`config.mk`:
```
export PLATFORM = sky130hd
export DESIGN_NAME = slp_ctrl
export DESIGN_NICKNAME = d
export VERILOG_FILES = /design/src/rtl/slp_pkg.sv /design/src/rtl/slp_sync.sv /design/src/rtl/slp_seq.sv /design/src/rtl/slp_gate.sv /design/src/rtl/slp_ctrl.sv
export SDC_FILE = /design/constraint.sdc
export NUM_CORES = 1
export LEC_CHECK = 0
export ABC_CLOCK_PERIOD_IN_PS = 3400
export CORE_AREA = 4 4 41 43
export CTS_CLUSTER_SIZE = 12
export DETAILED_ROUTE_END_ITERATION = 12
export DIE_AREA = 0 0 45 47
export DONT_BUFFER_PORTS = 1
export REMOVE_ABC_BUFFERS = 1
export SLEW_MARGIN = 0
export SYNTH_ARGS = -nofsm -noshare
export SYNTH_HDL_FRONTEND = slang
export SYNTH_SLANG_ARGS = --single-unit
```
`constraint.sdc`:
```
create_clock -name clk -period 3.4 [get_ports clk]
set_input_delay 0.51 -clock clk [delete_from_list [all_inputs] [get_ports clk]]
set_output_delay 0.51 -clock clk [all_outputs]
set_load 0.1 [all_outputs]
```
`src/rtl/slp_pkg.sv`:
```
package slp_pkg;

    typedef enum logic [1:0] {
        PH_RUN   = 2'd0,
        PH_ENTER = 2'd1,
        PH_SLEEP = 2'd2,
        PH_WAKE  = 2'd3
    } phase_t;

    localparam logic [1:0] OP_DESEL = 2'b00;
    localparam logic [1:0] OP_READ  = 2'b01;

    typedef struct packed {
        logic sleeping;
        logic in_off;
        logic hiz;
        logic recov;
    } ctl_t;

    function automatic logic is_write(input logic [1:0] op);
        return op[1];
    endfunction

    function automatic ctl_t ctl_of(input phase_t ph);
        ctl_t c;
        c.sleeping = (ph == PH_SLEEP);
        c.in_off   = (ph == PH_SLEEP);
        c.hiz      = (ph == PH_SLEEP);
        c.recov    = (ph == PH_WAKE);
        return c;
    endfunction

endpackage

```
`src/rtl/slp_sync.sv`:
```
module slp_sync #(
    parameter int STAGES = 2
) (
    input  logic clk,
    input  logic rst,
    input  logic d,
    output logic q
);
    logic [STAGES-1:0] chain;

    generate
        for (genvar i = 0; i < STAGES; i++) begin : g_stage
            if (i == 0) begin : g_first
                always_ff @(posedge clk) begin
                    if (rst) chain[0] <= 1'b0;
                    else     chain[0] <= d;
                end
            end else begin : g_next
                always_ff @(posedge clk) begin
                    if (rst) chain[i] <= 1'b0;
                    else     chain[i] <= chain[i-1];
                end
            end
        end
    endgenerate

    assign q = chain[STAGES-1];
endmodule

```
`src/rtl/slp_seq.sv`:
```
module slp_seq
    import slp_pkg::*;
#(
    parameter int ENTRY_CYC = 2,
    parameter int WAKE_CYC  = 2
) (
    input  logic   clk,
    input  logic   rst,
    input  logic   req_s,
    output phase_t phase,
    output ctl_t   ctl
);
    localparam int MAXC = (ENTRY_CYC > WAKE_CYC) ? ENTRY_CYC : WAKE_CYC;
    localparam int CW   = $clog2(MAXC + 1);
    localparam logic [CW-1:0] ENTRY_LAST = CW'(ENTRY_CYC - 1);
    localparam logic [CW-1:0] WAKE_LAST  = CW'(WAKE_CYC - 1);

    phase_t        ph_q, ph_n;
    logic [CW-1:0] cnt_q, cnt_n;

    always_comb begin
        ph_n  = ph_q;
        cnt_n = cnt_q;
        case (ph_q)
            PH_RUN: begin
                if (req_s) begin
                    ph_n  = PH_ENTER;
                    cnt_n = '0;
                end
            end
            PH_ENTER: begin
                if (!req_s) begin
                    ph_n  = PH_RUN;
                    cnt_n = '0;
                end else if (cnt_q == ENTRY_LAST) begin
                    ph_n  = PH_SLEEP;
                    cnt_n = '0;
                end else begin
                    cnt_n = cnt_q + 1'b1;
                end
            end
            PH_SLEEP: begin
                if (!req_s) begin
                    ph_n  = PH_WAKE;
                    cnt_n = '0;
                end
            end
            PH_WAKE: begin
                if (cnt_q == WAKE_LAST) begin
                    ph_n  = PH_RUN;
                    cnt_n = '0;
                end else begin
                    cnt_n = cnt_q + 1'b1;
                end
            end
            default: begin
                ph_n  = PH_RUN;
                cnt_n = '0;
            end
        endcase
    end

    always_ff @(posedge clk) begin
        if (rst) begin
            ph_q  <= PH_RUN;
            cnt_q <= '0;
        end else begin
            ph_q  <= ph_n;
            cnt_q <= cnt_n;
        end
    end

    assign phase = ph_q;
    assign ctl   = ctl_of(ph_q);


    abort_entry_chk: assert property (@(posedge clk) disable iff (rst)
        (ph_q == PH_ENTER && !req_s) |=> (ph_q == PH_RUN));


    wake_window_chk: assert property (@(posedge clk) disable iff (rst)
        (ph_q == PH_WAKE) |-> (cnt_q <= WAKE_LAST));


    wake_after_sleep_chk: assert property (@(posedge clk) disable iff (rst)
        $fell(ctl.sleeping) |-> ctl.recov);
endmodule

```
`src/rtl/slp_gate.sv`:
```
module slp_gate
    import slp_pkg::*;
(
    input  logic       clk,
    input  logic       rst,
    input  phase_t     phase,
    input  logic [1:0] cmd_i,
    output logic [1:0] cmd_o,
    output logic       err
);
    logic blocked_wr;

    assign blocked_wr = (phase == PH_WAKE) && is_write(cmd_i);

    always_comb begin
        if (phase == PH_SLEEP || blocked_wr) cmd_o = OP_DESEL;
        else                                 cmd_o = cmd_i;
    end

    always_ff @(posedge clk) begin
        if (rst) err <= 1'b0;
        else     err <= blocked_wr;
    end


    err_single_chk: assert property (@(posedge clk) disable iff (rst)
        (err && !blocked_wr) |=> !err);
endmodule

```
`src/rtl/slp_ctrl.sv`:
```
module slp_ctrl
    import slp_pkg::*;
#(
    parameter int SYNC_STAGES = 2,
    parameter int ENTRY_CYC   = 2,
    parameter int WAKE_CYC    = 2
) (
    input  logic       clk,
    input  logic       rst,
    input  logic       sleep_req,
    input  logic [1:0] cmd_i,
    output logic [1:0] cmd_o,
    output logic       cmd_err,
    output logic       asleep,
    output logic       in_off,
    output logic       out_hiz,
    output logic       recovering
);
    logic   req_s;
    phase_t phase;
    ctl_t   ctl;

    slp_sync #(.STAGES(SYNC_STAGES)) u_sync (
        .clk (clk),
        .rst (rst),
        .d   (sleep_req),
        .q   (req_s)
    );

    slp_seq #(.ENTRY_CYC(ENTRY_CYC), .WAKE_CYC(WAKE_CYC)) u_seq (
        .clk   (clk),
        .rst   (rst),
        .req_s (req_s),
        .phase (phase),
        .ctl   (ctl)
    );

    slp_gate u_gate (
        .clk   (clk),
        .rst   (rst),
        .phase (phase),
        .cmd_i (cmd_i),
        .cmd_o (cmd_o),
        .err   (cmd_err)
    );

    assign asleep     = ctl.sleeping;
    assign in_off     = ctl.in_off;
    assign out_hiz    = ctl.hiz;
    assign recovering = ctl.recov;


    entry_hold_chk: assert property (@(posedge clk) disable iff (rst)
        $rose(asleep) |-> ($past(req_s, 1) && $past(req_s, 2) && $past(req_s, 3)));


    outputs_aligned_chk: assert property (@(posedge clk) disable iff (rst)
        (asleep == in_off) && (asleep == out_hiz));


    sleep_desel_chk: assert property (@(posedge clk) disable iff (rst)
        asleep |-> (cmd_o == OP_DESEL));


    err_in_wake_chk: assert property (@(posedge clk) disable iff (rst)
        cmd_err |-> $past(recovering));
endmodule

```
==> run summary, run 1 <==
DRT Pass-1 Iters: 2
Final worst path period need: 2270 ps
Psw: 43.6 uW
Area delta synth->final: 21.1%
WP data arrival: 1760 ps
Ys flop type: dfxtp_1
Global-route wire length before repair: 1030 um
Hpwl dp: 414 um
GRT Util Overall: 7.52%
Final setup viols: 0
Net switching fraction of the power: 24.7%
Initial Utilization: 24.1%
Kind of critical path: flop to output pin
Crit path required time: 2890 ps
TNS Setup: 0 ps
DRC: 0
Clk pwr share: 42.8%
Row count: 13
CTS H-tree lvls: 1
Number of antenna diodes: 0
Status: complete, no violations
Pins Over Slew Limit: 0
FMAX: 440 MHz
Share of layout cells above drive strength 1: 24.3%
Final hold violations: 0
Tcrit/Tclk final: 66.8%
Die area: 2120 um2
Post-synth EDFFs: 0
Crit-path max FO: 9
PD cells: 464 nW/um2
Die height: 47 um
Synth top area cells: dfxtp_1, nor2b_1, xnor2_1
Core area: 1300 um2
Cts hold-fix bufs: 0
Num CTS Buffers: 3
Crit path capture type: output pin
VDD IR max: 0.141 mV
Total Nets Final: 43
DR iter-0 viols: 3
Max_slew headroom: 28.0%
Leakage: 0.000131 uW
Maximum clock insertion buffer count: 2
Clk slew on worst S/H paths: 50 ps
Clk_skew: 4.09 ps
CTS tree: yes
Post-Syn Area: 314 um2
Count leader, synth: dfxtp_1
Routed length per instance: 10.4 um
Post-Syn Instances: 34
Post-synth top cells: dfxtp_1, nor2b_1, nor2_1
Netlist cell types: 19
Yosys reg bits: 7
Internal power: 133 uW
Die Wd: 45 um
Overall via count from detail_route: 236
Via density: 4.54
Register share of total power: 48.3%
Post-place setup slack: 1390 ps
Root Buffer: clkbuf_4
Grt ovf: 0
Yosys top cell area share: 44.6%
Total wire length: 541 um
Initial antenna violation count: 0
Min-delay worst type: primary input to flop
YS warnings: 0
Port bufs: 0
Vias in the first global route: 234
CP startpoint kind: flop
Largest net degree at the start of global routing: 10
Io pins: 12
Clock latency on the worst-skew pair: 250 ps
Total power: 176 uW
Measured slew at the worst slew-check pin: 1070 ps
Synth async-reset ratio: 0%
Comb power frac: 8.8%
Setup Buffers After CTS: 0
Maxcap violations: 0
Antenna Violating Nets Remaining: 0
Setup ws final: 1130 ps
Synth Area per Inst: 9.24 um2
Gpl congestion: 0.714
CTS sink cnt: 7
RSZ-0062 raised after global routing: no
Synth area leader: dfxtp_1
Post_cts resized: 0
Post-synthesis sequential area ratio: 44.6%
cells in the final DEF, fill, tap and decap left out, drive strengths merged, types with 2 or more instances in the layout:
cell    n
clkbuf  4
nor2b   4
a21oi   2
nand3b  2
dfxtp   7
xnor2   2
nor2    3
buf     2
path summary, 6_finish.rpt:
kind                                      start             end  slack (ps)  cells after the start
worst max-delay path                       flop          asleep        1130                      2
worst min-delay path                        rst  u_seq.cnt_q[0]         320                      1
worst max register to register             flop      u_gate.err        1750                      2
worst min register to register  u_sync.chain[0]        u_sync.q         430                      1
layout make-up:
class                      instances  area, um2
tap                               15       18.8
clock buffer                       4       26.3
multi-input combinational         23        164
inverter                           1       3.75
fill                             143        921
timing repair buffer               2       27.5
sequential                         7        140
kinds of logic (layout without fill, tap and decap cells):
| group | Yosys count | after routing | synth area share [%] |
|---|---|---|---|
| and+or+nand+nor | 15 | 15 | 29.5 |
| xor gates and xnor gates | 2 | 2 | 5.58 |
| DFF | 7 | 7 | 44.6 |
| AOI/OAI and AO/OA | 6 | 6 | 12.7 |
| buffers and inverters | 4 | 7 | 7.57 |
power groups by stage:
stage	logic (uW)	clock network, uW	registers, uW
2_1_floorplan	13.6	0	86.5
3_3_place_gp	15.8	0	87.0
3_5_place_dp	15.6	0	87.0
4_1_cts	15.6	79.0	85.2
5_1_grt	16.4	89.6	85.4
6_report	15.6	75.6	85.3
stage by stage:
step           instance area (um2)  util, %  hold WS, ps  std cells
2_1_floorplan                  294        -          414         31
3_3_place_gp                   354     27.2          421         48
3_5_place_dp                   354     27.2          420         48
4_1_cts                        380     29.2          311         52
5_1_grt                        380     29.2          298         52
6_report                       380     29.2          319         52
layer usage:
layer / wire, um / vias up / track usage [%]
met5: 0 / - / 0
met4: 14 / 0 / 7.02
met3: 87 / 4 / 6.51
met2: 204 / 13 / 8.47
met1: 233 / 99 / 8.24
li1: - / 120 / -
critical path, stage by stage (launching register included):
cell	delay, ps
dfxtp_1	480
nor2b_4	680
buf_12	340
No activity file was read; power rests on OpenSTA's default activity.
==> inputs of run 2 (changes only) <==
--- a/config.mk
+++ b/config.mk
@@ -5,7 +5,7 @@
 export SDC_FILE = /design/constraint.sdc
 export NUM_CORES = 1
 export LEC_CHECK = 0
-export ABC_CLOCK_PERIOD_IN_PS = 3400
+export ABC_CLOCK_PERIOD_IN_PS = 1950
 export CORE_AREA = 4 4 41 43
 export CTS_CLUSTER_SIZE = 12
 export DETAILED_ROUTE_END_ITERATION = 12
==> constraint.sdc (replaced) <==
create_clock -name clk -period 1.95 [get_ports clk]
set_input_delay 0.2925 -clock clk [delete_from_list [all_inputs] [get_ports clk]]
set_output_delay 0.2925 -clock clk [all_outputs]
set_load 0.1 [all_outputs]
==> run 2 against run 1 <==
Clock power is 76% higher. Non-clock buffer count is 4 higher. Clock-buffer cell count stayed put. Critical endpoint is now out_hiz.
==> run summary, run 2 (synthesis results as in run 1) <==
Status: complete, no violations (unchanged)
DRC: 0 (unchanged)
Die Wd: 45 um (unchanged)
Final setup viols: 0 (unchanged)
Gpl congestion: 0.678 (was 0.714)
Min-delay worst type: primary input to flop (unchanged)
Final worst path period need: 1600 ps
CTS sink cnt: 7 (unchanged)
FILL cells: 152 (was 143)
Pins Over Slew Limit: 0 (unchanged)
Routed length per instance: 11.1 um (was 10.4 um)
FMAX: 626 MHz
Placed cell count: 52 (was 48)
Final hold violations: 0 (unchanged)
Global-route wire length before repair: 1080 um (was 1030 um)
Via density: 4.48 (was 4.54)
CP startpoint kind: flop (unchanged)
Hpwl dp: 479 um (was 414 um)
Commonest non-fill, non-tap cells in the layout: dfxtp_1, buf_4, nor2_1, clkbuf_4 (was dfxtp_1, nor2_1, clkbuf_4)
Antenna Violating Nets Remaining: 0 (unchanged)
GRT Util Overall: 7.59% (was 7.52%)
Largest net degree at the start of global routing: 10 (unchanged)
Measured slew at the worst slew-check pin: 305 ps (was 1070 ps)
Clk_skew: 2.91 ps (was 4.09 ps)
Max_slew headroom: 79.6% (was 28.0%)
Hold worst-path end: u_seq.cnt_q[0] (unchanged)
Io pins: 12 (unchanged)
CTS tree: yes (unchanged)
Overall via count from detail_route: 251 (was 236)
Maxcap violations: 0 (unchanged)
Core area: 1300 um2 (unchanged)
TNS Setup: 0 ps (unchanged)
Kind of critical path: flop to output pin (unchanged)
CTS H-tree lvls: 1 (unchanged)
Maximum clock insertion buffer count: 2 (unchanged)
Clk slew on worst S/H paths: 50 ps (about the same)
Initial Utilization: 24.1% (unchanged)
PD cells: 757 nW/um2 (was 464 nW/um2)
Cts hold-fix bufs: 0 (unchanged)
Area delta synth->final: 30.7% (was 21.1%)
Die height: 47 um (unchanged)
Vias in the first global route: 252 (was 234)
Design Area, Final: 410 um2 (was 380 um2)
RSZ-0062 raised after global routing: no (unchanged)
DRT Pass-1 Iters: 2 (unchanged)
Die area: 2120 um2 (unchanged)
Final Util: 31.5% (was 29.2%)
Root Buffer: clkbuf_4 (unchanged)
DP Area: 384 um2 (was 354 um2)
Leakage: 0.000152 uW (was 0.000131 uW)
Port bufs: 0 (unchanged)
Total Nets Final: 47 (was 43)
WP data arrival: 1310 ps (was 1760 ps)
Number of antenna diodes: 0 (unchanged)
DR iter-0 viols: 3 (unchanged)
Row count: 13 (unchanged)
Total wire length: 624 um (was 541 um)
Num CTS Buffers: 3 (unchanged)
Worst Min Path Start: rst (unchanged)
VDD IR max: 0.326 mV (was 0.141 mV)
Crit-path max FO: 9 (unchanged)
Initial antenna violation count: 0 (unchanged)
R2R cell count: 3 (was 2)
Tcrit/Tclk final: 82.0%
Setup Buffers After CTS: 0 (unchanged)
Share of layout cells above drive strength 1: 31.7% (was 24.3%)
Post-place setup slack: 619 ps (was 1390 ps)
Clock latency on the worst-skew pair: 250 ps (about the same)
Setup ws final: 352 ps (was 1130 ps)
Crit path capture type: output pin (unchanged)
Commonest non-fill, non-tap cell in the layout: dfxtp_1 (unchanged)
Post_cts resized: 0 (unchanged)
Reg2reg end: u_seq.phase[0] (was u_gate.err)
R2R setup slack: 640 ps (was 1750 ps)
Crit path required time: 1660 ps (was 2890 ps)
Non-Filler Instances: 56 (was 52)
Min-Delay Path Depth: 1 (unchanged)
Grt ovf: 0 (unchanged)
==> run 2: cell count changes in the layout (fill, tap and decap cells not counted) <==
cell   before  now
buf_4       1    5
==> run 2: worst max-delay path by stage <==
stage / end / slack (ps) / depth (start not counted)
after floorplan: u_seq.phase[0] / -3210 / 2
after detailed placement: out_hiz / 620 / 2
after CTS: out_hiz / 340 / 2
final: out_hiz / 350 / 2
after global placement: out_hiz / 630 / 2
after global routing: out_hiz / 270 / 2
==> run 2: stage by stage <==
stage	hold slack, ps	total power [uW]
finish	105	311
global route	86.2	332
CTS	97.3	317
detailed placement	365	181
global placement	364	181
floorplan	362	175
==> run 2: report_power, final <==
part,leakage [uW],switching (uW),internal (uW)
Clock,0.0000150,55.1,78.2
Sequential,0.0000569,2.94,146
Combinational,0.0000806,20.0,8.82
==> run 2: per-layer routing <==
metal,vias to the layer above,GRT usage (%),share of wire [%]
met4,0,7.02,0
met2,9,9.89,42
li1,127,-,-
met1,115,7.74,45
met3,0,5.75,13
met5,-,0,0
==> run 2: layout make-up <==
type / count / area (um2) / area share, %
Clock buffer: 4 / 26.3 / 6.40
Inverter: 1 / 3.75 / 0.915
Multi-Input combinational cell: 23 / 164 / 39.9
Sequential cell: 7 / 140 / 34.1
Tap cell: 15 / 18.8 / 4.57
Timing Repair Buffer: 6 / 57.6 / 14.0
==> run 2: worst max-delay path: stages (launching register included) <==
cell and delay, ps:
dfxtp_1 490, nor2b_4 240, buf_4 320
==> inputs of run 3 (changes only) <==
--- a/config.mk
+++ b/config.mk
@@ -5,7 +5,7 @@
 export SDC_FILE = /design/constraint.sdc
 export NUM_CORES = 1
 export LEC_CHECK = 0
-export ABC_CLOCK_PERIOD_IN_PS = 1950
+export ABC_CLOCK_PERIOD_IN_PS = 1500
 export CORE_AREA = 4 4 41 43
 export CTS_CLUSTER_SIZE = 12
 export DETAILED_ROUTE_END_ITERATION = 12
==> constraint.sdc (replaced) <==
create_clock -name clk -period 1.5 [get_ports clk]
set_input_delay 0.225 -clock clk [delete_from_list [all_inputs] [get_ports clk]]
set_output_delay 0.225 -clock clk [all_outputs]
set_load 0.1 [all_outputs]
==> run 3 against run 2 <==
Core utilization up 2.5 points. Clock power up 28%. Sequential share of layout area down 1.9 points. Die area unchanged. Design area up 7.9%. Critical path depth unchanged. Clock skew up 2.6 ps. Register-to-register slack worse by 270 ps. Hold slack worse by 82 ps. Critical path type unchanged.
==> run summary, run 3 (synthesis results as in run 1) <==
Status: complete, no violations (unchanged)
Maximum clock insertion buffer count: 2 (unchanged)
Crit-path max FO: 9 (unchanged)
Die height: 47 um (unchanged)
VDD IR max: 0.537 mV (was 0.326 mV)
Tcrit/Tclk final: 93.4%
Crit path required time: 1270 ps (was 1660 ps)
Grt ovf: 0 (unchanged)
Die Wd: 45 um (unchanged)
GRT Util Overall: 7.22% (was 7.59%)
Placed cell count: 52 (unchanged)
Final setup viols: 0 (unchanged)
Sequential cell area: 143 um2 (was 140 um2)
Total wire length: 561 um (was 624 um)
Area of the multi-input gates: 164 um2 (unchanged)
Io pins: 12 (unchanged)
DRC: 0 (unchanged)
Final worst path period need: 1400 ps
Commonest non-fill, non-tap cells in the layout: dfxtp_1, nor2_1, clkbuf_4, buf_12 (was dfxtp_1, buf_4, nor2_1, clkbuf_4)
Final hold violations: 0 (unchanged)
Clk slew on worst S/H paths: 60 ps (was 50 ps)
R2R setup slack: 370 ps (was 640 ps)
Non-Filler Instances: 56 (unchanged)
Pins Over Slew Limit: 0 (unchanged)
Commonest non-fill, non-tap cell in the layout: dfxtp_1 (unchanged)
Kind of critical path: flop to output pin (unchanged)
CP startpoint kind: flop (unchanged)
CTS H-tree lvls: 1 (unchanged)
Root Buffer: clkbuf_4 (unchanged)
Setup Buffers After CTS: 0 (unchanged)
CTS sink cnt: 7 (unchanged)
Overall via count from detail_route: 253 (was 251)
Max_slew headroom: 80.7% (was 79.6%)
TNS Setup: 0 ps (unchanged)
FILL cells: 146 (was 152)
FMAX: 713 MHz
Initial Utilization: 24.1% (unchanged)
Die area: 2120 um2 (unchanged)
Vias in the first global route: 235 (was 252)
Num CTS Buffers: 3 (unchanged)
Global-route wire length before repair: 1020 um (was 1080 um)
Final Util: 34.0% (was 31.5%)
Total power: 405 uW (was 311 uW)
Crit-path cells: nor2b_4, buf_12 (was nor2b_4, buf_4)
Largest net degree at the start of global routing: 10 (unchanged)
WP data arrival: 1180 ps (was 1310 ps)
Port bufs: 0 (unchanged)
DP Area: 409 um2 (was 384 um2)
Total Nets Final: 47 (unchanged)
Clock latency on the worst-skew pair: 250 ps (about the same)
CTS tree: yes (unchanged)
DR iter-0 viols: 3 (unchanged)
PD cells: 914 nW/um2 (was 757 nW/um2)
Number of antenna diodes: 0 (unchanged)
Maxcap violations: 0 (unchanged)
DRT Pass-1 Iters: 2 (unchanged)
Via density: 4.52 (was 4.48)
Antenna Violating Nets Remaining: 0 (unchanged)
Clk_skew: 5.52 ps (was 2.91 ps)
Routed length per instance: 10.0 um (was 11.1 um)
Share of layout cells above drive strength 1: 39.0% (was 31.7%)
Core area: 1300 um2 (unchanged)
Hpwl dp: 445 um (was 479 um)
RSZ-0062 raised after global routing: no (unchanged)
Design Area, Final: 443 um2 (was 410 um2)
Row count: 13 (unchanged)
Gpl congestion: 0.753 (was 0.678)
Leakage: 0.000164 uW (was 0.000152 uW)
Worst Min Path Start: rst (unchanged)
Slowest stage delay, CP: 410 ps (was 490 ps)
Area delta synth->final: 41.0% (was 30.7%)
Max stage delay cell, worst path: dfxtp_2 (was dfxtp_1)
Measured slew at the worst slew-check pin: 289 ps (was 305 ps)
Crit path capture type: output pin (unchanged)
Min-delay worst type: primary input to flop (unchanged)
Cts hold-fix bufs: 0 (unchanged)
Min-Delay Path Depth: 1 (unchanged)
Initial antenna violation count: 0 (unchanged)
FF-to-FF Start: u_sync.q
R2R cell count: 3 (unchanged)
## run 3: what timing repair did
action                                  4_1_cts  5_1_grt
gates resized for setup                       2        1
endpoints found under the setup margin        3        1
endpoints found under the hold margin         0        0
## run 3: metrics by stage
| step | setup slack [ps] | hold WS, ps |
|---|---|---|
| global route | 5.15 | 5.68 |
| global placement | 229 | 296 |
| detailed placement | 221 | 298 |
| CTS | 37.2 | 11.1 |
| floorplan | -3660 | 294 |
| finish | 98.3 | 23.8 |
## run 3: cell type report
cell class | instances | area share (%)
Clock buffer | 3 | 5.08
Clock inverter | 1 | 1.13
Inverter | 1 | 0.847
Multi-Input combinational cell | 23 | 37.0
Sequential cell | 7 | 32.2
Tap cell | 15 | 4.24
Timing Repair Buffer | 6 | 19.5
## run 3: worst max-delay path by stage
stage	endpoint	slack (ps)	startpoint
4_1_cts	cmd_o[0]	40	u_seq.phase[0]
5_1_grt	in_off	5	flop
2_1_floorplan	u_seq.phase[0]	-3660	flop
6_report	asleep	100	flop
3_3_place_gp	out_hiz	230	flop
3_5_place_dp	out_hiz	220	flop
## run 3: critical path, delay by kind of cell (launching register included)
kind	cells	cell delay (ps)
buf+inv	1	270
flops	1	410
simple gates	1	240
## run 3: per-layer routing
metal	routed length [um]	up-vias	track usage, %
met2	248	12	9.32
li1	-	127	-
met5	0	-	0
met3	63	0	7.28
met4	0	0	1.75
met1	248	114	8.28
## run 3: power breakdown
| group | switching (uW) | total (uW) | internal, uW |
|---|---|---|---|
| Combinational | 26.9 | 42.0 | 15.1 |
| Sequential | 3.67 | 193 | 190 |
| Clock | 72.1 | 170 | 97.5 |
